<file path="config.mk">
export PLATFORM = sky130hd
export DESIGN_NAME = wb_issue_picker
export DESIGN_NICKNAME = d
export VERILOG_FILES = /design/src/rtl/wbp_pkg.sv /design/src/rtl/wbp_entries.sv /design/src/rtl/wbp_pick.sv /design/src/rtl/wbp_resv.sv /design/src/rtl/wbp_tag_pipe.sv /design/src/rtl/wb_issue_picker.sv
export SDC_FILE = /design/constraint.sdc
export NUM_CORES = 1
export LEC_CHECK = 0
export ABC_AREA = 1
export BUFFER_PORTS_ARGS = -buffer_cell sky130_fd_sc_hd__clkbuf_2
export CORE_MARGIN = 10
export CORE_UTILIZATION = 45
export DETAILED_ROUTE_END_ITERATION = 8
export GPL_TIMING_DRIVEN = 0
export PLACE_DENSITY_LB_ADDON = 0.3
export SLEW_MARGIN = 5
export SYNTH_ARGS = -nofsm -noshare
export SYNTH_HDL_FRONTEND = slang
export SYNTH_SLANG_ARGS = --single-unit
</file>
<file path="constraint.sdc">
create_clock -name clk -period 14.59 [get_ports clk]
set_input_delay 2.918 -clock clk [delete_from_list [all_inputs] [get_ports clk]]
set_output_delay 2.918 -clock clk [all_outputs]
set_load 0.01 [all_outputs]
</file>
<file path="src/rtl/wbp_pkg.sv">
package wbp_pkg;
  localparam int DEF_N_ENT   = 4;
  localparam int DEF_TAG_W   = 4;
  localparam int DEF_MAX_LAT = 7;
  // bit L set: latency L legal (1, 3, 5, 7)
  localparam logic [DEF_MAX_LAT:0] DEF_LAT_MASK = 8'b1010_1010;
endpackage

</file>
<file path="src/rtl/wbp_entries.sv">
module wbp_entries #(
  parameter int N     = 4,
  parameter int TAG_W = 4,
  parameter int LAT_W = 3,
  parameter int AGE_W = 2
) (
  input  logic             clk,
  input  logic             rst_n,
  input  logic             ins_fire,
  input  logic [TAG_W-1:0] ins_s0_tag,
  input  logic             ins_s0_rdy,
  input  logic [TAG_W-1:0] ins_s1_tag,
  input  logic             ins_s1_rdy,
  input  logic [TAG_W-1:0] ins_dst,
  input  logic [LAT_W-1:0] ins_lat,
  input  logic             wake_vld,
  input  logic [TAG_W-1:0] wake_tag,
  input  logic [N-1:0]     grant,
  output logic [N-1:0]     ent_vld,
  output logic [N-1:0]     ent_rdy,
  output logic [LAT_W-1:0] ent_lat [N],
  output logic [TAG_W-1:0] ent_dst [N],
  output logic [AGE_W-1:0] ent_age [N],
  output logic             has_free
);
  logic [N-1:0]     vld_q, vld_d, r0_q, r0_d, r1_q, r1_d, slot_sel;
  logic [TAG_W-1:0] s0_q [N];
  logic [TAG_W-1:0] s1_q [N];
  logic [AGE_W-1:0] age_q [N];
  logic [AGE_W-1:0] age_d [N];
  logic [AGE_W-1:0] gage;
  logic             found;

  always_comb begin
    slot_sel = '0;
    found    = 1'b0;
    gage     = '0;
    for (int i = 0; i < N; i++) begin
      if (!vld_q[i] && !found) begin
        slot_sel[i] = 1'b1;
        found       = 1'b1;
      end
      if (grant[i]) gage = age_q[i];
    end
    for (int i = 0; i < N; i++) begin
      vld_d[i] = (vld_q[i] & ~grant[i]) | (ins_fire & slot_sel[i]);
      r0_d[i]  = r0_q[i] | (wake_vld && s0_q[i] == wake_tag);
      r1_d[i]  = r1_q[i] | (wake_vld && s1_q[i] == wake_tag);
      age_d[i] = age_q[i] + AGE_W'(ins_fire) - AGE_W'((|grant) && age_q[i] > gage);
      if (ins_fire && slot_sel[i]) begin
        r0_d[i]  = ins_s0_rdy | (wake_vld && ins_s0_tag == wake_tag);
        r1_d[i]  = ins_s1_rdy | (wake_vld && ins_s1_tag == wake_tag);
        age_d[i] = '0;
      end
    end
  end

  // control state
  always_ff @(posedge clk or negedge rst_n) begin
    if (!rst_n) begin
      vld_q <= '0;
      r0_q  <= '0;
      r1_q  <= '0;
      for (int i = 0; i < N; i++) age_q[i] <= '0;
    end else begin
      vld_q <= vld_d;
      r0_q  <= r0_d;
      r1_q  <= r1_d;
      for (int i = 0; i < N; i++) age_q[i] <= age_d[i];
    end
  end

  // payload, loaded only on insert
  always_ff @(posedge clk) begin
    for (int i = 0; i < N; i++) begin
      if (ins_fire && slot_sel[i]) begin
        s0_q[i]    <= ins_s0_tag;
        s1_q[i]    <= ins_s1_tag;
        ent_dst[i] <= ins_dst;
        ent_lat[i] <= ins_lat;
      end
    end
  end

  assign ent_vld  = vld_q;
  assign ent_rdy  = r0_q & r1_q;
  assign ent_age  = age_q;
  assign has_free = ~&vld_q;
endmodule

</file>
<file path="src/rtl/wbp_pick.sv">
module wbp_pick #(
  parameter int N       = 4,
  parameter int LAT_W   = 3,
  parameter int AGE_W   = 2,
  parameter int MAX_LAT = 7
) (
  input  logic [N-1:0]     ent_vld,
  input  logic [N-1:0]     ent_rdy,
  input  logic [LAT_W-1:0] ent_lat [N],
  input  logic [AGE_W-1:0] ent_age [N],
  input  logic [MAX_LAT:0] resv,
  output logic [N-1:0]     grant
);
  logic [N-1:0]     elig;
  logic [AGE_W-1:0] best;
  logic             found;

  for (genvar g = 0; g < N; g++) begin : g_elig
    assign elig[g] = ent_vld[g] & ent_rdy[g] & ~resv[ent_lat[g]];
  end

  always_comb begin
    grant = '0;
    best  = '0;
    found = 1'b0;
    for (int i = 0; i < N; i++) begin
      if (elig[i] && (!found || ent_age[i] > best)) begin
        grant    = '0;
        grant[i] = 1'b1;
        best     = ent_age[i];
        found    = 1'b1;
      end
    end
  end
endmodule

</file>
<file path="src/rtl/wbp_resv.sv">
module wbp_resv #(
  parameter int MAX_LAT = 7,
  parameter int LAT_W   = 3
) (
  input  logic             clk,
  input  logic             rst_n,
  input  logic             disp,
  input  logic [LAT_W-1:0] disp_lat,
  output logic [MAX_LAT:0] resv
);
  logic [MAX_LAT:1] q, d;

  always_comb begin
    d = '0;
    for (int k = 1; k < MAX_LAT; k++)
      d[k] = q[k+1] | (disp && disp_lat == LAT_W'(k + 1));
  end

  always_ff @(posedge clk or negedge rst_n) begin
    if (!rst_n) q <= '0;
    else        q <= d;
  end

  assign resv = {q, 1'b0};
endmodule

</file>
<file path="src/rtl/wbp_tag_pipe.sv">
module wbp_tag_pipe #(
  parameter int MAX_LAT = 7,
  parameter int LAT_W   = 3,
  parameter int TAG_W   = 4
) (
  input  logic             clk,
  input  logic             rst_n,
  input  logic             disp,
  input  logic [LAT_W-1:0] disp_lat,
  input  logic [TAG_W-1:0] disp_tag,
  output logic             wb_valid,
  output logic [TAG_W-1:0] wb_tag
);
  logic [MAX_LAT-1:0] v_q, v_d;
  logic [TAG_W-1:0]   t_q [MAX_LAT];
  logic [TAG_W-1:0]   t_d [MAX_LAT];

  always_comb begin
    for (int k = 0; k < MAX_LAT - 1; k++) begin
      v_d[k] = v_q[k+1];
      t_d[k] = t_q[k+1];
    end
    v_d[MAX_LAT-1] = 1'b0;
    t_d[MAX_LAT-1] = '0;
    for (int k = 0; k < MAX_LAT; k++) begin
      if (disp && disp_lat == LAT_W'(k + 1)) begin
        v_d[k] = 1'b1;
        t_d[k] = disp_tag;
      end
    end
  end

  always_ff @(posedge clk or negedge rst_n) begin
    if (!rst_n) v_q <= '0;
    else        v_q <= v_d;
  end

  always_ff @(posedge clk) begin
    for (int k = 0; k < MAX_LAT; k++) t_q[k] <= t_d[k];
  end

  assign wb_valid = v_q[0];
  assign wb_tag   = t_q[0];
endmodule

</file>
<file path="src/rtl/wb_issue_picker.sv">
module wb_issue_picker
  import wbp_pkg::*;
#(
  parameter int N_ENT   = DEF_N_ENT,
  parameter int TAG_W   = DEF_TAG_W,
  parameter int MAX_LAT = DEF_MAX_LAT,
  parameter logic [MAX_LAT:0] LAT_MASK = DEF_LAT_MASK,
  localparam int LAT_W  = $clog2(MAX_LAT + 1),
  localparam int AGE_W  = (N_ENT > 1) ? $clog2(N_ENT) : 1
) (
  input  logic             clk,
  input  logic             rst_n,
  input  logic             ins_valid,
  output logic             ins_ready,
  input  logic [TAG_W-1:0] ins_src0_tag,
  input  logic             ins_src0_rdy,
  input  logic [TAG_W-1:0] ins_src1_tag,
  input  logic             ins_src1_rdy,
  input  logic [TAG_W-1:0] ins_dst_tag,
  input  logic [LAT_W-1:0] ins_lat,
  output logic             iss_valid,
  output logic [TAG_W-1:0] iss_dst_tag,
  output logic [LAT_W-1:0] iss_lat,
  output logic             wb_valid,
  output logic [TAG_W-1:0] wb_tag
);
  logic             rst_meta, rst_q;
  logic             has_free, lat_ok, ins_fire;
  logic [N_ENT-1:0] grant, ent_vld, ent_rdy;
  logic [LAT_W-1:0] ent_lat [N_ENT];
  logic [TAG_W-1:0] ent_dst [N_ENT];
  logic [AGE_W-1:0] ent_age [N_ENT];
  logic [MAX_LAT:0] resv;

  // asynchronous assert, synchronous release
  always_ff @(posedge clk or negedge rst_n) begin
    if (!rst_n) {rst_q, rst_meta} <= 2'b00;
    else        {rst_q, rst_meta} <= {rst_meta, 1'b1};
  end

  assign lat_ok    = (32'(ins_lat) <= MAX_LAT) && LAT_MASK[ins_lat];
  assign ins_ready = rst_q & has_free & lat_ok;
  assign ins_fire  = ins_valid & ins_ready;

  wbp_entries #(.N(N_ENT), .TAG_W(TAG_W), .LAT_W(LAT_W), .AGE_W(AGE_W)) u_ent (
    .clk(clk), .rst_n(rst_q), .ins_fire(ins_fire),
    .ins_s0_tag(ins_src0_tag), .ins_s0_rdy(ins_src0_rdy),
    .ins_s1_tag(ins_src1_tag), .ins_s1_rdy(ins_src1_rdy),
    .ins_dst(ins_dst_tag), .ins_lat(ins_lat),
    .wake_vld(wb_valid), .wake_tag(wb_tag), .grant(grant),
    .ent_vld(ent_vld), .ent_rdy(ent_rdy), .ent_lat(ent_lat),
    .ent_dst(ent_dst), .ent_age(ent_age), .has_free(has_free)
  );

  wbp_pick #(.N(N_ENT), .LAT_W(LAT_W), .AGE_W(AGE_W), .MAX_LAT(MAX_LAT)) u_pick (
    .ent_vld(ent_vld), .ent_rdy(ent_rdy), .ent_lat(ent_lat),
    .ent_age(ent_age), .resv(resv), .grant(grant)
  );

  always_comb begin
    iss_dst_tag = '0;
    iss_lat     = '0;
    for (int i = 0; i < N_ENT; i++) begin
      if (grant[i]) begin
        iss_dst_tag = ent_dst[i];
        iss_lat     = ent_lat[i];
      end
    end
  end
  assign iss_valid = |grant;

  wbp_resv #(.MAX_LAT(MAX_LAT), .LAT_W(LAT_W)) u_resv (
    .clk(clk), .rst_n(rst_q), .disp(iss_valid), .disp_lat(iss_lat), .resv(resv)
  );

  wbp_tag_pipe #(.MAX_LAT(MAX_LAT), .LAT_W(LAT_W), .TAG_W(TAG_W)) u_pipe (
    .clk(clk), .rst_n(rst_q), .disp(iss_valid), .disp_lat(iss_lat),
    .disp_tag(iss_dst_tag), .wb_valid(wb_valid), .wb_tag(wb_tag)
  );
endmodule

</file>
# ---- Word level (Yosys, flattened, before mapping)
# Memory sizes are Yosys's and may differ from the RTL's.
# Index checks and enable logic that the tools add are counted.
dict set report totals {
  regBits 63
  inputBits 20
  mem_count 4
  ram_bits 60
  elab_cells 247
  romBits 8
}
dict set report op_classes {
  n_reduce_logical 51
  eq_ne 17
  mux 89
  order_cmp 12
  n_bitwise 47
  addsub 8
}
# memory depth width rd rd_ports_with_merged_regs write_ports line_no
set memory_table {}
lappend memory_table {u_pipe.t_q 7 4 7 0 7 wbp_tag_pipe.sv:15} ;# logic [TAG_W-1:0] t_q [MAX_LAT];
lappend memory_table {u_ent.s0_q 4 4 4 0 1 wbp_entries.sv:27} ;# logic [TAG_W-1:0] s0_q [N];
lappend memory_table {u_ent.s1_q 4 4 4 0 1 wbp_entries.sv:28} ;# logic [TAG_W-1:0] s1_q [N];
lappend memory_table {{(name not given)} 8 1 1 0 0 wb_issue_picker.sv:41} ;# assign lat_ok = (32'(ins_lat) <= MAX_LAT) && LAT_MASK[ins_lat];
# operator count
set op_table {}
lappend op_table {{two-way mux 4 bit} 20}
lappend op_table {{two-way mux 1 bit} 44}
lappend op_table {{== test 4 bit} 10}
lappend op_table {{two-way mux 2 bit} 17}
lappend op_table {{logical AND 1 bit} 31}
lappend op_table {{OR reduction 4 bit} 7}
lappend op_table {{< comparator 3 x 4 -> 1 bit (second input constant)} 5}
lappend op_table {{bitwise AND 1 bit} 19}
lappend op_table {{bitwise OR 1 bit} 19}
lappend op_table {{> comparator 2 bit} 7}
lappend op_table {{binary-select mux 1 bit (select 3 bit)} 4}
lappend op_table {{== test 3 bit (second input constant)} 4}
lappend op_table {{two-way mux 3 bit} 4}
lappend op_table {{zero test 1 bit} 9}
lappend op_table {{adder 2 x 1 -> 2 bit} 4}
lappend op_table {{NOT 1 bit} 8}
lappend op_table {{subtractor 2 x 1 -> 2 bit} 4}
lappend op_table {{== test 3 x 2 -> 1 bit (second input constant)} 2}
lappend op_table {{bitwise AND 4 bit} 1}
lappend op_table {{AND reduction 4 bit} 1}
lappend op_table {{== test 3 x 1 -> 1 bit (second input constant)} 1}
lappend op_table {{logical OR 1 bit} 3}

# ---- Depth between registers and ports, before layout
# Gate-level depths: netlist of run 1.
dict set report logic_depth {
  ltp_word 25
  mapped_depth 46
  mapped_depth_nobuf 43
}

# ---- Hierarchy
# From an unflattened synthesis of run 1, not the netlist that was laid out.
dict set report unflattened {
  cells_unflattened 775
  hier_area_um2 6351.1
}
# mod area_each_um2 instances cells_each
set modules_own_cells {}
lappend modules_own_cells {wbp_entries 3783.6 1 383}
lappend modules_own_cells {wbp_tag_pipe 1227.4 1 151}
lappend modules_own_cells {wbp_pick 723.2 1 137}
lappend modules_own_cells {wb_issue_picker 351.6 1 71}
lappend modules_own_cells {wbp_resv 265.3 1 33}

# ---- Least setup slack after synthesis of run 1
# No wires, ideal clock.
dict set report synth_timing {
  path_type {reg2out}
  startpoint {register u_ent.ent_lat[9] (netlist name)}
  endpoint {output port iss_dst_tag[0]}
  n_path_buf 3
  t_arrival_ps 4437
  required_time_ps 11672
  slack_ps 7235
  path_stages_with_launch 34
  cell_sequence {edfxtp_1 -> inv_2 -> nand2_1 -> nand3_1 -> nand2_1 -> nand2_1 -> nand3_2 -> inv_2 -> nand2_1 -> ha_1 -> inv_1 -> nor2_1 -> o21ai_0 -> a21oi_2 -> o21ai_0 -> inv_1 -> ha_1 -> inv_1 -> nor2_1 -> o21ai_0 -> a21oi_4 -> buf_4 -> nand2_1 -> a21boi_0 -> ha_1 -> inv_1 -> nor2_1 -> o21ai_0 -> nand2_2 -> nand2_4 -> buf_6 -> buf_4 -> nand3_1 -> nand3_4}
}
dict set report synth_via {
  elab_chain_cells 21
  word_cells_on_any_way 30
  cone_classes {3 x order compare; 16 x mux; 2 x bitwise; 9 x reduce/logical}
}
# item line_no
set synth_rtl {}
lappend synth_rtl {{start: declaration} wbp_entries.sv:21} ;# output logic [LAT_W-1:0] ent_lat [N],
lappend synth_rtl {{start signal: indexed assignment} wbp_entries.sv:80} ;# ent_lat[i] <= ins_lat;
lappend synth_rtl {{binary-select mux 1 bit (select 3 bit) (*)} wbp_pick.sv:19} ;# assign elig[g] = ent_vld[g] & ent_rdy[g] & ~resv[ent_lat[g]];
lappend synth_rtl {{two-way mux 1 bit (implied by the code) (*)} wbp_pick.sv:19}
lappend synth_rtl {{NOT 1 bit (*)} wbp_pick.sv:19}
lappend synth_rtl {{bitwise AND 1 bit (*)} wbp_pick.sv:19}
lappend synth_rtl {{two-way mux 2 bit / two-way mux 1 bit (equally long branches)} wbp_pick.sv:27} ;# if (elig[i] && (!found || ent_age[i] > best)) begin
lappend synth_rtl {{> comparator 2 bit / zero test 1 bit (equally long branches)} wbp_pick.sv:27}
lappend synth_rtl {{logical OR 1 bit} wbp_pick.sv:27}
lappend synth_rtl {{logical AND 1 bit} wbp_pick.sv:27}
lappend synth_rtl {{(+3 left out)} --}
lappend synth_rtl {{logical AND 1 bit} wbp_pick.sv:27}
lappend synth_rtl {{two-way mux 2 bit / two-way mux 1 bit (equally long branches)} wbp_pick.sv:27}
lappend synth_rtl {{> comparator 2 bit / zero test 1 bit (equally long branches)} wbp_pick.sv:27}
lappend synth_rtl {{logical OR 1 bit} wbp_pick.sv:27}
lappend synth_rtl {{logical AND 1 bit} wbp_pick.sv:27}
lappend synth_rtl {{two-way mux 4 bit (*)} wbp_pick.sv:27}
lappend synth_rtl {{two-way mux 4 bit (3 in series)} wb_issue_picker.sv:64} ;# if (grant[i]) begin
lappend synth_rtl {{two-way mux 4 bit (*)} wb_issue_picker.sv:64}
lappend synth_rtl {{end: declaration} wb_issue_picker.sv:22} ;# output logic [TAG_W-1:0] iss_dst_tag,
# Mark *: on every way between the ends. The rest lies on a longest branch, timed or not. The select of a mux whose other input is x is not followed.

# ---- Worst setup path in the final report of run 1
dict set report layout_timing {
  startpoint {register u_ent.vld_q[0], in the netlist u_ent.ent_vld[0]}
  endpoint {output port iss_dst_tag[0]}
}
dict set report layout_via {
  elab_chain_cells 19
  word_cells_on_any_way 28
  cone_classes {3 x order compare; 14 x mux; 2 x bitwise; 9 x reduce/logical}
}
# item line_no
set layout_rtl {}
lappend layout_rtl {{start: declaration} wbp_entries.sv:26} ;# logic [N-1:0] vld_q, vld_d, r0_q, r0_d, r1_q, r1_d, slot_sel;
lappend layout_rtl {{start signal: assignment} wbp_entries.sv:66} ;# vld_q <= vld_d;
lappend layout_rtl {{bitwise AND 1 bit (*) (2 in series)} wbp_pick.sv:19}
lappend layout_rtl {{two-way mux 2 bit / two-way mux 1 bit (equally long branches)} wbp_pick.sv:27}
lappend layout_rtl {{> comparator 2 bit / zero test 1 bit (equally long branches)} wbp_pick.sv:27}
lappend layout_rtl {{logical OR 1 bit} wbp_pick.sv:27}
lappend layout_rtl {{logical AND 1 bit} wbp_pick.sv:27}
lappend layout_rtl {{two-way mux 2 bit / two-way mux 1 bit (equally long branches)} wbp_pick.sv:27}
lappend layout_rtl {{> comparator 2 bit / zero test 1 bit (equally long branches)} wbp_pick.sv:27}
lappend layout_rtl {{logical OR 1 bit} wbp_pick.sv:27}
lappend layout_rtl {{logical AND 1 bit} wbp_pick.sv:27}
lappend layout_rtl {{two-way mux 2 bit / two-way mux 1 bit (equally long branches)} wbp_pick.sv:27}
lappend layout_rtl {{> comparator 2 bit / zero test 1 bit (equally long branches)} wbp_pick.sv:27}
lappend layout_rtl {{logical OR 1 bit} wbp_pick.sv:27}
lappend layout_rtl {{logical AND 1 bit} wbp_pick.sv:27}
lappend layout_rtl {{two-way mux 4 bit (*)} wbp_pick.sv:27}
lappend layout_rtl {{two-way mux 4 bit (3 in series)} wb_issue_picker.sv:64}
lappend layout_rtl {{two-way mux 4 bit (*)} wb_issue_picker.sv:64}
# Mark *: on every way between the ends. The rest lies on a longest branch, timed or not.

==> flow_summary.html, run 1 <==
<table>
<tr><th>Metric</th><th>Value</th></tr>
<tr><th colspan="2">Setup path</th></tr>
<tr><td>Cell depth of the worst flop-to-flop path</td><td>39</td></tr>
<tr><td>CP Launch Point</td><td>u_ent.ent_vld[0]</td></tr>
<tr><td>Sort of element at the end of the critical path</td><td>primary output</td></tr>
<tr><td>Largest stage delay on the critical path</td><td>~420 ps</td></tr>
<tr><td>Internal reg-to-reg setup slack</td><td>7010 ps</td></tr>
<tr><td>Crit Path Max Fanout</td><td>10</td></tr>
<tr><td>WP data arrival</td><td>5920 ps</td></tr>
<tr><td>Kind of critical path</td><td>reg -&gt; out</td></tr>
<tr><td>Critical path endpoint</td><td>iss_dst_tag[0]</td></tr>
<tr><td>CP most frequent cell</td><td>sky130_fd_sc_hd__inv_1</td></tr>
<tr><td>Reg-to-reg critical path endpoint</td><td>u_ent.ent_age[7]</td></tr>
<tr><td>Required time at the endpoint of the critical path</td><td>11670 ps</td></tr>
<tr><td>Cell with the largest stage delay on the worst path</td><td>sky130_fd_sc_hd__o21ai_0</td></tr>
<tr><td>Startpoint of the lowest-slack register-to-register path</td><td>u_ent.ent_vld[0]</td></tr>
<tr><td>Nature of the critical path startpoint</td><td>register</td></tr>
<tr><th colspan="2">Global route</th></tr>
<tr><td>Number of global-route vias before repair</td><td>4467</td></tr>
<tr><td>Initial antenna violation count</td><td>0</td></tr>
<tr><td>Overall routing resource usage</td><td>16.0%</td></tr>
<tr><td>Pin count of the biggest net entering global routing</td><td>29</td></tr>
<tr><td>Total congestion overflow</td><td>0</td></tr>
<tr><td>Global-route wire length before repair</td><td>22700 um</td></tr>
<tr><th colspan="2">Layout</th></tr>
<tr><td>Share of final-layout standard cells stronger than drive strength 1</td><td>17.9%</td></tr>
<tr><td>Commonest non-fill, non-tap cell in the layout</td><td>sky130_fd_sc_hd__nand2_1</td></tr>
<tr><td>Area grow syn2layout</td><td>17.9%</td></tr>
<tr><td>Antenna Diode Count</td><td>0</td></tr>
<tr><td>Number of fill cells in the layout</td><td>~1100</td></tr>
<tr><td>Leading cell types in the layout, fill and taps excluded</td><td>sky130_fd_sc_hd__nand2_1, sky130_fd_sc_hd__inv_1, sky130_fd_sc_hd__nand3_1, sky130_fd_sc_hd__edfxtp_1, sky130_fd_sc_hd__clkbuf_2</td></tr>
<tr><td>Final-stage net count</td><td>693</td></tr>
<tr><th colspan="2">Flow run</th></tr>
<tr><td># Max-Cap Violations</td><td>0</td></tr>
<tr><th colspan="2">Floorplan</th></tr>
<tr><td>Die Outline Area</td><td>0.0178 sq mm</td></tr>
<tr><td>Width of the die</td><td>about 130 um</td></tr>
<tr><td>Floorplan core area</td><td>~0.013 sq mm</td></tr>
<tr><td>Cell Rows</td><td>between 40 and 50</td></tr>
<tr><td>Number of primary I/O pins</td><td>34</td></tr>
<tr><td>Height of the die</td><td>133 um</td></tr>
<tr><td>Initial core utilization</td><td>between 40% and 50%</td></tr>
<tr><th colspan="2">Clock tree</th></tr>
<tr><td>Latest clock arrival within the worst-skew pair</td><td>between 400 and 500 ps</td></tr>
<tr><td>PostCTS Resize Cnt</td><td>0</td></tr>
<tr><td>Total clock sinks</td><td>117</td></tr>
<tr><td>Clock transition at the register clock pins on the worst setup and hold paths after CTS</td><td>50 ps</td></tr>
<tr><td>Total clock buffers created by CTS</td><td>17</td></tr>
<tr><td>Number of setup buffers added after CTS</td><td>0</td></tr>
<tr><td>TritonCTS clock tree</td><td>done</td></tr>
<tr><td>Number of hold buffers added after cts</td><td>0</td></tr>
<tr><td>Max H-tree Level</td><td>4</td></tr>
<tr><td>Master cell of the clock root buffer</td><td>sky130_fd_sc_hd__clkbuf_16</td></tr>
<tr><td>CTS Buffer Depth</td><td>2</td></tr>
<tr><th colspan="2">Route</th></tr>
<tr><td>Initial DRT Pass Iterations</td><td>5</td></tr>
<tr><td>Count of unresolved DRC violations after routing</td><td>0</td></tr>
<tr><td>Number of DRC violations after detailed-routing iteration 0</td><td>390</td></tr>
<tr><td>Wire length per cell</td><td>16.5 um</td></tr>
<tr><td>Remaining antenna violation count</td><td>0</td></tr>
<tr><td>Routed via count</td><td>4390</td></tr>
<tr><td>Post-detailed-routing wire length</td><td>13800 um</td></tr>
<tr><td>Mean number of vias per cell</td><td>~5.3</td></tr>
<tr><th colspan="2">Synthesis</th></tr>
<tr><td>Warnings, synthesis</td><td>0</td></tr>
<tr><td>Cell area after synthesis</td><td>a little under 0.006 sq mm</td></tr>
<tr><td>Number of distinct library cell variants in the gate-level netlist after synthesis</td><td>42</td></tr>
<tr><td>Predominant post-synthesis flop cell</td><td>sky130_fd_sc_hd__edfxtp_1</td></tr>
<tr><td>Cells after Synth</td><td>between 500 and 600</td></tr>
<tr><td>Sequential cell area fraction in the yosys report</td><td>53.4%</td></tr>
<tr><td>Net count after synthesis</td><td>about 640</td></tr>
<tr><td>Async S/R FF share, synth</td><td>24.8%</td></tr>
<tr><td>Number of synthesized flops with an enable pin</td><td>60</td></tr>
<tr><td>Average size of a mapped cell</td><td>9.72 sq um</td></tr>
<tr><td>Register bit count reported by yosys</td><td>about 120</td></tr>
<tr><th colspan="2">Power and ir drop</th></tr>
<tr><td>Total power per unit cell area</td><td>204 mW/mm^2</td></tr>
<tr><td>Static leakage</td><td>3.07 nW</td></tr>
<tr><td>IR drop worst, VDD</td><td>slightly above 0.08 mV</td></tr>
<tr><th colspan="2">Placed design</th></tr>
<tr><td>Port Buf Inserts</td><td>33</td></tr>
<tr><td>Worst slack at placement</td><td>~6200 ps</td></tr>
<tr><td>HPWL after DPL</td><td>roughly 10000 um</td></tr>
<tr><td>RD Place Congestion</td><td>0.860</td></tr>
<tr><th colspan="2">STA</th></tr>
<tr><td>Final clock period utilization by the worst path</td><td>60.6%</td></tr>
<tr><td>Number of hold violations in the final report</td><td>0</td></tr>
<tr><td>Final setup skew</td><td>7.98 ps</td></tr>
<tr><td>Final critical-path required period</td><td>a little under 9000 ps</td></tr>
<tr><td>Slew headroom</td><td>45.0%</td></tr>
<tr><td>Unrepaired setup endpoints after global routing</td><td>false</td></tr>
<tr><td>Measured slew at the worst slew-check pin</td><td>824 ps</td></tr>
<tr><td>PnR worst setup slack</td><td>5750 ps</td></tr>
<tr><td>Sum of negative setup slack</td><td>0 ps</td></tr>
<tr><td>Number of failing setup endpoints in the final timing report</td><td>0</td></tr>
<tr><td>Fmax</td><td>between 0.1 and 0.15 GHz</td></tr>
<tr><td>Max-slew violation total from the final report</td><td>0</td></tr>
<tr><th colspan="2">Status</th></tr>
<tr><td>Outcome</td><td>completed</td></tr>
<tr><th colspan="2">Worst hold path</th></tr>
<tr><td>Worst hold path type</td><td>reg -&gt; async</td></tr>
</table>
-- per-stage QoR --
| stage | hold WS [ps] | instance area, sq um | cells | util, % | total power [mW] |
|---|---|---|---|---|---|
| 3_5_place_dp | 342 | 6220 | 804 | 49.3 | 0.967 |
| 4_1_cts | 354 | 6810 | 835 | 54.0 | 1.40 |
| 2_1_floorplan | 331 | 5780 | 595 | - | 0.824 |
| 5_1_grt | 355 | 6810 | 835 | 54.0 | 1.49 |
| 3_3_place_gp | 334 | 6160 | 800 | 48.8 | 0.947 |
| 6_report | 305 | 6810 | 835 | 54.0 | 1.39 |
-- cell families after synthesis --
group           Yosys count  share of synthesized area, %
xor+xnor                 25                          3.79
buf+inv                  90                          6.62
fa+ha+maj                22                          4.76
flops                   117                          53.4
simple gates            271                          24.0
compound gates           67                          7.03
mux                       2                         0.346
other cells               1                        0.0649
-- report_power, final --
part           switching (mW)  total, mW  internal, mW
combinational           0.337      0.526         0.189
clock                   0.141      0.424         0.283
sequential             0.0406      0.443         0.402
-- sequential cells by signal, summed over array words and instances, names as in the netlist --
signal and cells:
u_pipe.v_q 6, rst_meta 1, u_ent.ent_dst 16, u_ent.ent_vld 4
u_ent.s0_q 16, u_ent.ent_age 8, rst_q 1, u_ent.r1_q 4
u_ent.r0_q 4, u_ent.ent_lat 12, u_pipe.t_q 28, u_resv.q 1
u_ent.s1_q 16
-- worst max-delay path, delay by kind of cell, from the launching register on --
family | cells | cell delay (ps)
simple gates | 11 | 1460
compound gates | 7 | 1590
flops | 1 | 400
buf+inv | 10 | 1170
fa+ha+maj | 3 | 870
-- per-layer routing --
metal | routed length, um | global-route usage (%)
met1 | 6120 | 19.8
met2 | 6590 | 25.7
met3 | 681 | 4.17
met4 | 359 | 7.07
met5 | 0 | 0
-- area by class of cell --
cell class	count	area, sq um	share of cell area [%]
flip-flops and latches	117	3090	45.3
clock buffers	21	440	6.46
clock inverters	10	156	2.30
multi-input cells	388	2320	34.1
inverters	76	285	4.19
well taps	172	215	3.16
plain buffers	14	97.6	1.43
repair buffers	37	206	3.03
-- worst min path at each step --
stage | start | endpoint | slack, ps | cells past startpoint
after floorplan | rst_meta | rst_q | 330 | 0
after global placement | rst_meta | rst_q | 330 | 0
after detailed placement | rst_meta | rst_q | 340 | 0
after CTS | rst_meta | rst_q | 350 | 0
after global routing | rst_q | u_resv.q[6] | 360 | 0
final | rst_q | u_resv.q[6] | 300 | 0
-- cell usage after synthesis, types with 9 or more instances --
| library cell | instances | share of area [%] |
|---|---|---|
| sky130_fd_sc_hd__a211oi_1 | 9 | 1.2 |
| sky130_fd_sc_hd__a21oi_1 | 15 | 1.3 |
| sky130_fd_sc_hd__dfrtp_1 | 29 | 13 |
| sky130_fd_sc_hd__dfxtp_1 | 28 | 9.7 |
| sky130_fd_sc_hd__edfxtp_1 | 60 | 31 |
| sky130_fd_sc_hd__ha_1 | 22 | 4.8 |
| sky130_fd_sc_hd__inv_1 | 72 | 4.7 |
| sky130_fd_sc_hd__nand2_1 | 131 | 8.5 |
| sky130_fd_sc_hd__nand3_1 | 60 | 5.2 |
| sky130_fd_sc_hd__nand3_2 | 11 | 1.9 |
| sky130_fd_sc_hd__nand4_1 | 17 | 1.8 |
| sky130_fd_sc_hd__nor2_1 | 16 | 1.0 |
| sky130_fd_sc_hd__o21ai_0 | 27 | 2.3 |
| sky130_fd_sc_hd__or2_2 | 10 | 1.1 |
| sky130_fd_sc_hd__xnor2_1 | 18 | 2.7 |
Note: power is estimated with default switching activity, not from simulation.
==> inputs of run 2 (changes only) <==
==> constraint.sdc (replaced) <==
create_clock -name clk -period 7.8 [get_ports clk]
set_input_delay 1.56 -clock clk [delete_from_list [all_inputs] [get_ports clk]]
set_output_delay 1.56 -clock clk [all_outputs]
set_load 0.01 [all_outputs]
==> run 2 against run 1 <==
Net effect:
- sequential share of layout area fell by 0.10 points
- register-to-register slack lost 6100 ps
- via count barely moved
- final cell count did not move
- global-route usage did not move
- clock skew about the same
- power up 88%
- non-clock buffer count unchanged
- flip-flop and latch count did not move
- critical path type unchanged
- critical endpoint is now iss_dst_tag[3]
==> flow_summary.html, run 2 (same netlist as run 1, synthesis figures left out) <==
<table>
<tr><th>Metric</th><th>Value</th></tr>
<tr><th colspan="2">Global route</th></tr>
<tr><td>Met2 Use GR</td><td>25.7%</td></tr>
<tr><td>Pin count of the biggest net entering global routing</td><td>29</td></tr>
<tr><td>GR met1 Demand/Resource</td><td>19.8%</td></tr>
<tr><td>Number of global-route vias before repair</td><td>about 4500</td></tr>
<tr><td>Initial antenna violation count</td><td>0</td></tr>
<tr><td>Global-route wire length before repair</td><td>around 23000 um</td></tr>
<tr><td>Met3 demand-to-capacity share in global routing</td><td>4.17%</td></tr>
<tr><td>Most crowded layer after global routing</td><td>met2</td></tr>
<tr><td>Overall routing resource usage</td><td>about 16%</td></tr>
<tr><td>Total congestion overflow</td><td>0</td></tr>
<tr><th colspan="2">Clock tree</th></tr>
<tr><td>Master cell of the clock root buffer</td><td>sky130_fd_sc_hd__clkbuf_16</td></tr>
<tr><td>CTS Buffer Depth</td><td>2</td></tr>
<tr><td>Latest clock arrival within the worst-skew pair</td><td>420 ps</td></tr>
<tr><td>Clock transition at the register clock pins on the worst setup and hold paths after CTS</td><td>around 50 ps</td></tr>
<tr><td>Total clock sinks</td><td>117</td></tr>
<tr><td>Total clock buffers created by CTS</td><td>17</td></tr>
<tr><td>Number of setup buffers added after CTS</td><td>0</td></tr>
<tr><td>Max H-tree Level</td><td>4</td></tr>
<tr><td>TritonCTS clock tree</td><td>done</td></tr>
<tr><th colspan="2">Setup path</th></tr>
<tr><td>Required time at the endpoint of the critical path</td><td>6240 ps</td></tr>
<tr><td>Cell with the largest stage delay on the worst path</td><td>sky130_fd_sc_hd__edfxtp_1</td></tr>
<tr><td>CP most frequent cell</td><td>sky130_fd_sc_hd__nand2_1</td></tr>
<tr><td>Family with the most delay on the worst path</td><td>simple AND/OR/NAND/NOR gates</td></tr>
<tr><td>Crit Path Max Fanout</td><td>10</td></tr>
<tr><td>Buffers plus inverters on the worst setup path</td><td>10</td></tr>
<tr><td>Largest stage delay on the critical path</td><td>480 ps</td></tr>
<tr><td>CP Depth</td><td>35</td></tr>
<tr><td>Cell depth of the worst flop-to-flop path</td><td>45</td></tr>
<tr><td>Nature of the critical path startpoint</td><td>register</td></tr>
<tr><td>Kind of critical path</td><td>reg -&gt; out</td></tr>
<tr><td>Internal reg-to-reg setup slack</td><td>880 ps</td></tr>
<tr><td>Reg-to-reg critical path endpoint</td><td>u_ent.ent_age[7]</td></tr>
<tr><td>Sort of element at the end of the critical path</td><td>primary output</td></tr>
<tr><td>WP data arrival</td><td>5610 ps</td></tr>
<tr><td>Startpoint of the lowest-slack register-to-register path</td><td>u_ent.ent_lat[9]</td></tr>
<tr><th colspan="2">Route</th></tr>
<tr><td>Number of DRC violations after detailed-routing iteration 0</td><td>~350</td></tr>
<tr><td>Initial DRT Pass Iterations</td><td>4</td></tr>
<tr><td>Remaining antenna violation count</td><td>0</td></tr>
<tr><td>Post-detailed-routing wire length</td><td>roughly 14000 um</td></tr>
<tr><td>Mean number of vias per cell</td><td>5.26</td></tr>
<tr><td>Routed via count</td><td>4389</td></tr>
<tr><td>Count of unresolved DRC violations after routing</td><td>0</td></tr>
<tr><td>Wire length per cell</td><td>roughly 17 um</td></tr>
<tr><th colspan="2">Floorplan</th></tr>
<tr><td>Height of the die</td><td>133 um</td></tr>
<tr><td>Width of the die</td><td>around 130 um</td></tr>
<tr><td>Initial core utilization</td><td>45.8%</td></tr>
<tr><td>Cell Rows</td><td>41</td></tr>
<tr><td>Floorplan core area</td><td>0.0126 sq mm</td></tr>
<tr><td>Number of primary I/O pins</td><td>34</td></tr>
<tr><td>Die Outline Area</td><td>between 0.015 and 0.02 sq mm</td></tr>
<tr><th colspan="2">STA</th></tr>
<tr><td>Final clock period utilization by the worst path</td><td>between 90% and 100%</td></tr>
<tr><td>Sum of negative setup slack</td><td>0 ps</td></tr>
<tr><td>Fmax</td><td>0.139 GHz</td></tr>
<tr><td>Slew headroom</td><td>45.0%</td></tr>
<tr><td>Number of failing setup endpoints in the final timing report</td><td>0</td></tr>
<tr><td>Unrepaired setup endpoints after global routing</td><td>false</td></tr>
<tr><td>Measured slew at the worst slew-check pin</td><td>824 ps</td></tr>
<tr><td>Final setup skew</td><td>about 8.3 ps</td></tr>
<tr><td>Max-slew violation total from the final report</td><td>0</td></tr>
<tr><td>Number of hold violations in the final report</td><td>0</td></tr>
<tr><td>Final critical-path required period</td><td>7170 ps</td></tr>
<tr><th colspan="2">Layout</th></tr>
<tr><td>Area grow syn2layout</td><td>18.1%</td></tr>
<tr><td>Non-filler instance count after layout</td><td>835</td></tr>
<tr><td>Antenna Diode Count</td><td>0</td></tr>
<tr><td>Most flop-heavy register</td><td>u_pipe.t_q</td></tr>
<tr><td>Commonest non-fill, non-tap cell in the layout</td><td>sky130_fd_sc_hd__nand2_1</td></tr>
<tr><td>Flip-flop and latch area</td><td>roughly 0.003 sq mm</td></tr>
<tr><td>Final design area excluding fillers</td><td>between 0.006 and 0.007 sq mm</td></tr>
<tr><td>Share of final-layout standard cells stronger than drive strength 1</td><td>18.4%</td></tr>
<tr><td>Number of fill cells in the layout</td><td>1121</td></tr>
<tr><td>Leading cell types in the layout, fill and taps excluded</td><td>sky130_fd_sc_hd__nand2_1, sky130_fd_sc_hd__inv_1, sky130_fd_sc_hd__nand3_1, sky130_fd_sc_hd__edfxtp_1, sky130_fd_sc_hd__clkbuf_2</td></tr>
<tr><td>Final-stage net count</td><td>693</td></tr>
<tr><td>Area of combinational cells with multiple inputs</td><td>between 0.002 and 0.0025 sq mm</td></tr>
<tr><td>Fin util</td><td>54.1%</td></tr>
<tr><td>Max FFs per register</td><td>28</td></tr>
<tr><th colspan="2">Power and ir drop</th></tr>
<tr><td>Total chip power</td><td>2.62 mW</td></tr>
<tr><td>IR drop worst, VDD</td><td>0.154 mV</td></tr>
<tr><td>Total power per unit cell area</td><td>383 mW/mm^2</td></tr>
<tr><td>Static leakage</td><td>3.08 nW</td></tr>
<tr><th colspan="2">Flow run</th></tr>
<tr><td># Max-Cap Violations</td><td>0</td></tr>
<tr><th colspan="2">Placed design</th></tr>
<tr><td>Post-Place Cell Area</td><td>0.00622 sq mm</td></tr>
<tr><td>RD Place Congestion</td><td>roughly 0.86</td></tr>
<tr><td>Cell count after placement</td><td>804</td></tr>
<tr><td>HPWL after DPL</td><td>10000 um</td></tr>
<tr><td>Port Buf Inserts</td><td>33</td></tr>
<tr><th colspan="2">Worst hold path</th></tr>
<tr><td>Worst hold path type</td><td>reg -&gt; async</td></tr>
<tr><th colspan="2">Status</th></tr>
<tr><td>Outcome</td><td>completed</td></tr>
</table>
-- run 2: cell counts in the layout (fill, tap and decap cells not counted) --
Identical to the previous run, type by type.
-- run 2: worst max path at each step --
stage / startpoint / slack [ps] / endpoint
4_1_cts: u_ent.ent_vld[0] / 260 / u_ent.ent_age[7]
5_1_grt: u_ent.ent_lat[9] / 20 / iss_dst_tag[1]
3_3_place_gp: u_ent.r1_q[0] / 470 / u_ent.ent_age[7]
3_5_place_dp: u_ent.ent_vld[0] / 360 / u_ent.ent_age[7]
6_report: u_ent.ent_lat[9] / 630 / iss_dst_tag[3]
2_1_floorplan: u_ent.ent_lat[9] / 1680 / u_ent.ent_age[7]
-- run 2: repair_timing --
item	in CTS	in global routing
hold buffers	0	0
hold endpoints to repair	0	0
resized for setup	0	5
endpoints found under the setup margin	0	15
-- run 2: metrics by stage --
stage | hold WS, ps | setup WS [ps]
after global routing | 355 | 21.8
after floorplan | 331 | 1680
after CTS | 354 | 257
after global placement | 334 | 475
final | 308 | 626
after detailed placement | 342 | 360
-- run 2: report_power, final --
part / switching [mW] / internal (mW) / leakage, nW / total (mW)
clock: 0.267 / 0.529 / 0.281 / 0.796
combinational: 0.634 / 0.358 / 1.68 / 0.992
sequential: 0.0763 / 0.752 / 1.12 / 0.829
total: 0.977 / 1.64 / 3.08 / 2.62
-- run 2: area by class of cell --
cell class                 instances  area share, %
buffer                            14           1.43
multi-input combinational        388           34.2
timing repair buffer              37           3.02
clock inverter                    10           2.29
clock buffer                      21           6.45
sequential                       117           45.2
tap                              172           3.15
inverter                          76           4.18
-- run 2: routing by layer --
layer | vias up | wire length [um]
met4 | 0 | 360
li1 | 2126 | -
met2 | 113 | 6650
met3 | 28 | 619
met1 | 2122 | 6250
met5 | - | 0
-- run 2: worst register-to-register path: cells and delay by family (launching register included) --
kind | cells | cell delay (ps)
DFF | 1 | 480
buffers and inverters | 11 | 1100
xor gates and xnor gates | 2 | 270
and+or+nand+nor | 15 | 1340
AOI/OAI and AO/OA | 11 | 1980
adders and majority gates | 6 | 1680
==> inputs of run 3 (changes only) <==
--- a/config.mk
+++ b/config.mk
@@ -12,7 +12,8 @@
 export DETAILED_ROUTE_END_ITERATION = 8
 export GPL_TIMING_DRIVEN = 0
 export PLACE_DENSITY_LB_ADDON = 0.3
-export SLEW_MARGIN = 5
+export SLEW_MARGIN = 20
 export SYNTH_ARGS = -nofsm -noshare
 export SYNTH_HDL_FRONTEND = slang
+export SYNTH_HIERARCHICAL = 1
 export SYNTH_SLANG_ARGS = --single-unit
==> run 3 against run 2 <==
Net effect:
- critical path depth rose by 2
- sequential share of layout area fell by 1.6 points
- utilization decreased by 0.68 points
- worst hold slack got worse by 180 ps
- highest routed layer unchanged
==> flow_summary.html, run 3 <==
<table>
<tr><th>Metric</th><th>Value</th></tr>
<tr><th colspan="2">STA</th></tr>
<tr><td>Fmax</td><td>0.138 GHz</td></tr>
<tr><td>Number of hold violations in the final report</td><td>0</td></tr>
<tr><td>Number of failing setup endpoints in the final timing report</td><td>0</td></tr>
<tr><td>Unrepaired setup endpoints after global routing</td><td>false</td></tr>
<tr><td>Slew headroom</td><td>37.0%</td></tr>
<tr><td>Sum of negative setup slack</td><td>0 ps</td></tr>
<tr><td>Max-slew violation total from the final report</td><td>0</td></tr>
<tr><td>PnR worst setup slack</td><td>roughly 560 ps</td></tr>
<tr><td>Measured slew at the worst slew-check pin</td><td>944 ps</td></tr>
<tr><td>Hold Worst Slack</td><td>128 ps</td></tr>
<tr><td>Final clock period utilization by the worst path</td><td>92.9%</td></tr>
<tr><td>Final setup skew</td><td>5.56 ps</td></tr>
<tr><td>Final critical-path required period</td><td>7240 ps</td></tr>
<tr><th colspan="2">Setup path</th></tr>
<tr><td>CP Launch Point</td><td>u_ent/ent_lat[9]</td></tr>
<tr><td>Crit Path Max Fanout</td><td>9</td></tr>
<tr><td>Nature of the critical path startpoint</td><td>register</td></tr>
<tr><td>Largest stage delay on the critical path</td><td>480 ps</td></tr>
<tr><td>Cell with the largest stage delay on the worst path</td><td>sky130_fd_sc_hd__edfxtp_1</td></tr>
<tr><td>Startpoint of the lowest-slack register-to-register path</td><td>u_ent/ent_lat[9]</td></tr>
<tr><td>Kind of critical path</td><td>reg -&gt; out</td></tr>
<tr><td>WP data arrival</td><td>5680 ps</td></tr>
<tr><td>Family with the most delay on the worst path</td><td>simple AND/OR/NAND/NOR gates</td></tr>
<tr><td>Required time at the endpoint of the critical path</td><td>6240 ps</td></tr>
<tr><td>Buffers plus inverters on the worst setup path</td><td>8</td></tr>
<tr><td>Sort of element at the end of the critical path</td><td>primary output</td></tr>
<tr><th colspan="2">Floorplan</th></tr>
<tr><td>Die Outline Area</td><td>0.0193 sq mm</td></tr>
<tr><td>Width of the die</td><td>roughly 140 um</td></tr>
<tr><td>Cell Rows</td><td>43</td></tr>
<tr><td>Number of primary I/O pins</td><td>34</td></tr>
<tr><td>Height of the die</td><td>139 um</td></tr>
<tr><td>Floorplan core area</td><td>approximately 0.014 sq mm</td></tr>
<tr><td>Initial core utilization</td><td>a little under half</td></tr>
<tr><th colspan="2">Synthesis</th></tr>
<tr><td>Number of synthesized flops with an enable pin</td><td>60</td></tr>
<tr><td>Number of distinct library cell variants in the gate-level netlist after synthesis</td><td>40</td></tr>
<tr><td>Register bit count reported by yosys</td><td>123</td></tr>
<tr><td>Share of cell area taken by muxes after synthesis</td><td>0%</td></tr>
<tr><td>Average size of a mapped cell</td><td>8.19 sq um</td></tr>
<tr><td>XOR/XNOR Fraction of Synth Area</td><td>~1.8%</td></tr>
<tr><td>Async S/R FF share, synth</td><td>28.5%</td></tr>
<tr><td>Library cell with the highest instance count after synthesis</td><td>sky130_fd_sc_hd__nand2_1</td></tr>
<tr><td>Fraction of the mapped netlist area in adder cells</td><td>4.33%</td></tr>
<tr><td>Leading area contributor after synthesis</td><td>sky130_fd_sc_hd__edfxtp_1</td></tr>
<tr><td>Area share of and/or/nand/nor cells after synthesis</td><td>just under 30%</td></tr>
<tr><td>Biggest area contributors in the synthesized netlist</td><td>sky130_fd_sc_hd__edfxtp_1, sky130_fd_sc_hd__nand2_1, sky130_fd_sc_hd__dfrtp_1</td></tr>
<tr><td>Predominant post-synthesis flop cell</td><td>sky130_fd_sc_hd__edfxtp_1</td></tr>
<tr><td>Cells after Synth</td><td>775</td></tr>
<tr><td>Area share of the leading cell type in the synthesized netlist</td><td>28.4%</td></tr>
<tr><td>Share of the synthesized area in compound gates (AO/OA/AOI/OAI)</td><td>4.77%</td></tr>
<tr><td>Warnings, synthesis</td><td>6</td></tr>
<tr><td>Dominant combinational cell family by area after synthesis</td><td>simple AND/OR/NAND/NOR gates</td></tr>
<tr><td>Synth top cells by count</td><td>sky130_fd_sc_hd__nand2_1, sky130_fd_sc_hd__inv_1, sky130_fd_sc_hd__edfxtp_1</td></tr>
<tr><td>Cell area after synthesis</td><td>0.00635 sq mm</td></tr>
<tr><td>Sequential cell area fraction in the yosys report</td><td>roughly half</td></tr>
<tr><th colspan="2">Placed design</th></tr>
<tr><td>Port Buf Inserts</td><td>33</td></tr>
<tr><td>Cell count after placement</td><td>991</td></tr>
<tr><td>Worst slack at placement</td><td>about 660 ps</td></tr>
<tr><td>RD Place Congestion</td><td>0.849</td></tr>
<tr><td>HPWL after DPL</td><td>10000 um</td></tr>
<tr><th colspan="2">Global route</th></tr>
<tr><td>Initial antenna violation count</td><td>0</td></tr>
<tr><td>Pin count of the biggest net entering global routing</td><td>28</td></tr>
<tr><td>Number of global-route vias before repair</td><td>4752</td></tr>
<tr><td>GR met1 Demand/Resource</td><td>17.5%</td></tr>
<tr><td>Met3 demand-to-capacity share in global routing</td><td>under 10%</td></tr>
<tr><td>Total congestion overflow</td><td>0</td></tr>
<tr><td>Overall routing resource usage</td><td>14.6%</td></tr>
<tr><td>Met2 Use GR</td><td>24.7%</td></tr>
<tr><td>Most crowded layer after global routing</td><td>met2</td></tr>
<tr><td>Global-route wire length before repair</td><td>22900 um</td></tr>
<tr><th colspan="2">Route</th></tr>
<tr><td>Mean number of vias per cell</td><td>4.77</td></tr>
<tr><td>Number of DRC violations after detailed-routing iteration 0</td><td>333</td></tr>
<tr><td>Routed via count</td><td>4902</td></tr>
<tr><td>Wire length per cell</td><td>13.5 um</td></tr>
<tr><td>Post-detailed-routing wire length</td><td>13800 um</td></tr>
<tr><td>Count of unresolved DRC violations after routing</td><td>0</td></tr>
<tr><td>Initial DRT Pass Iterations</td><td>6</td></tr>
<tr><td>Remaining antenna violation count</td><td>0</td></tr>
<tr><th colspan="2">Clock tree</th></tr>
<tr><td>Master cell of the clock root buffer</td><td>sky130_fd_sc_hd__clkbuf_16</td></tr>
<tr><td>Total clock buffers created by CTS</td><td>17</td></tr>
<tr><td>Number of hold buffers added after cts</td><td>0</td></tr>
<tr><td>TritonCTS clock tree</td><td>done</td></tr>
<tr><td>Latest clock arrival within the worst-skew pair</td><td>410 ps</td></tr>
<tr><td>CTS Buffer Depth</td><td>2</td></tr>
<tr><td>Total clock sinks</td><td>123</td></tr>
<tr><td>Max H-tree Level</td><td>4</td></tr>
<tr><td>Clock transition at the register clock pins on the worst setup and hold paths after CTS</td><td>50 ps</td></tr>
<tr><th colspan="2">Power and ir drop</th></tr>
<tr><td>Total power per unit cell area</td><td>299 mW/mm^2</td></tr>
<tr><td>Static leakage</td><td>around 3.7 nW</td></tr>
<tr><td>IR drop worst, VDD</td><td>between 0.15 and 0.2 mV</td></tr>
<tr><th colspan="2">Layout</th></tr>
<tr><td>Most flop-heavy register</td><td>u_pipe/t_q</td></tr>
<tr><td>Commonest non-fill, non-tap cell in the layout</td><td>sky130_fd_sc_hd__nand2_1</td></tr>
<tr><td>Max FFs per register</td><td>28</td></tr>
<tr><td>Share of final-layout standard cells stronger than drive strength 1</td><td>14.9%</td></tr>
<tr><td>Final-stage net count</td><td>876</td></tr>
<tr><td>Non-filler instance count after layout</td><td>a little over 1000</td></tr>
<tr><td>Area grow syn2layout</td><td>16.8%</td></tr>
<tr><td>Leading cell types in the layout, fill and taps excluded</td><td>sky130_fd_sc_hd__nand2_1, sky130_fd_sc_hd__inv_1, sky130_fd_sc_hd__edfxtp_1</td></tr>
<tr><td>Antenna Diode Count</td><td>0</td></tr>
<tr><th colspan="2">Worst hold path</th></tr>
<tr><td>Worst hold path type</td><td>reg -&gt; async</td></tr>
<tr><th colspan="2">Status</th></tr>
<tr><td>Outcome</td><td>completed</td></tr>
<tr><th colspan="2">Flow run</th></tr>
<tr><td># Max-Cap Violations</td><td>0</td></tr>
</table>
[run 3: cell types whose count changed after synthesis, sizes merged, moves of 5 or more]
cell,delta
nand3b,+5
a211oi,-9
nand4,-14
dfrtp,+6
or2,-10
nand3,-23
xnor2,-14
nand2,+154
nor2,+42
inv,+54
[run 3: metrics by stage]
step | instance area (sq um) | utilization (%) | total power, mW
5_1_grt | 7420 | 53.4 | 2.38
6_report | 7420 | 53.4 | 2.22
3_3_place_gp | 6750 | 48.6 | 1.46
3_5_place_dp | 6800 | 49.0 | 1.48
4_1_cts | 7360 | 53.1 | 2.23
2_1_floorplan | 6350 | - | 1.31
[run 3: layout make-up]
cell class                 count  area, sq um
tap                          180          225
clock inverter                 9         58.8
sequential                   123         3240
buffer                        12         97.6
fill                        1346         6460
timing repair buffer          39          238
multi-input combinational    512         2560
clock buffer                  23          510
inverter                     129          487
[run 3: layer usage]
layer	part of all wire [%]	vias up
met5	0	-
met4	1.3	0
met1	45	2267
met3	3.6	15
met2	50	84
li1	-	2536
[run 3: final timing paths]
check,endpoint,slack (ps),cells after the start
setup / recovery,iss_lat[1],560,37
hold / removal,u_pipe/v_q[6],130,0
setup reg to reg,u_ent/ent_age[7],1400,42
hold reg to reg,u_pipe/v_q[6],130,0
max in group asynchronous,rst_q,6770,1
min in group clk,rst_q,360,0
[run 3: cell families (layout without fill, tap and decap cells)]
family	count (synthesis)	after routing
buffers and inverters	141	212
other	2	3
DFF	123	123
xor gates and xnor gates	13	13
AOI/OAI and AO/OA	51	51
adders and majority gates	22	22
and+or+nand+nor	423	423
[run 3: power by group]
group          internal, mW  switching (mW)
Clock                 0.460           0.281
Sequential            0.761          0.0689
Combinational         0.235           0.410
Total                  1.46           0.760
[run 3: timing repair]
action,in CTS,in global routing
setup endpoints to repair,0,8
buffers inserted,0,3
gates resized for setup,0,5
hold endpoints to repair,0,0
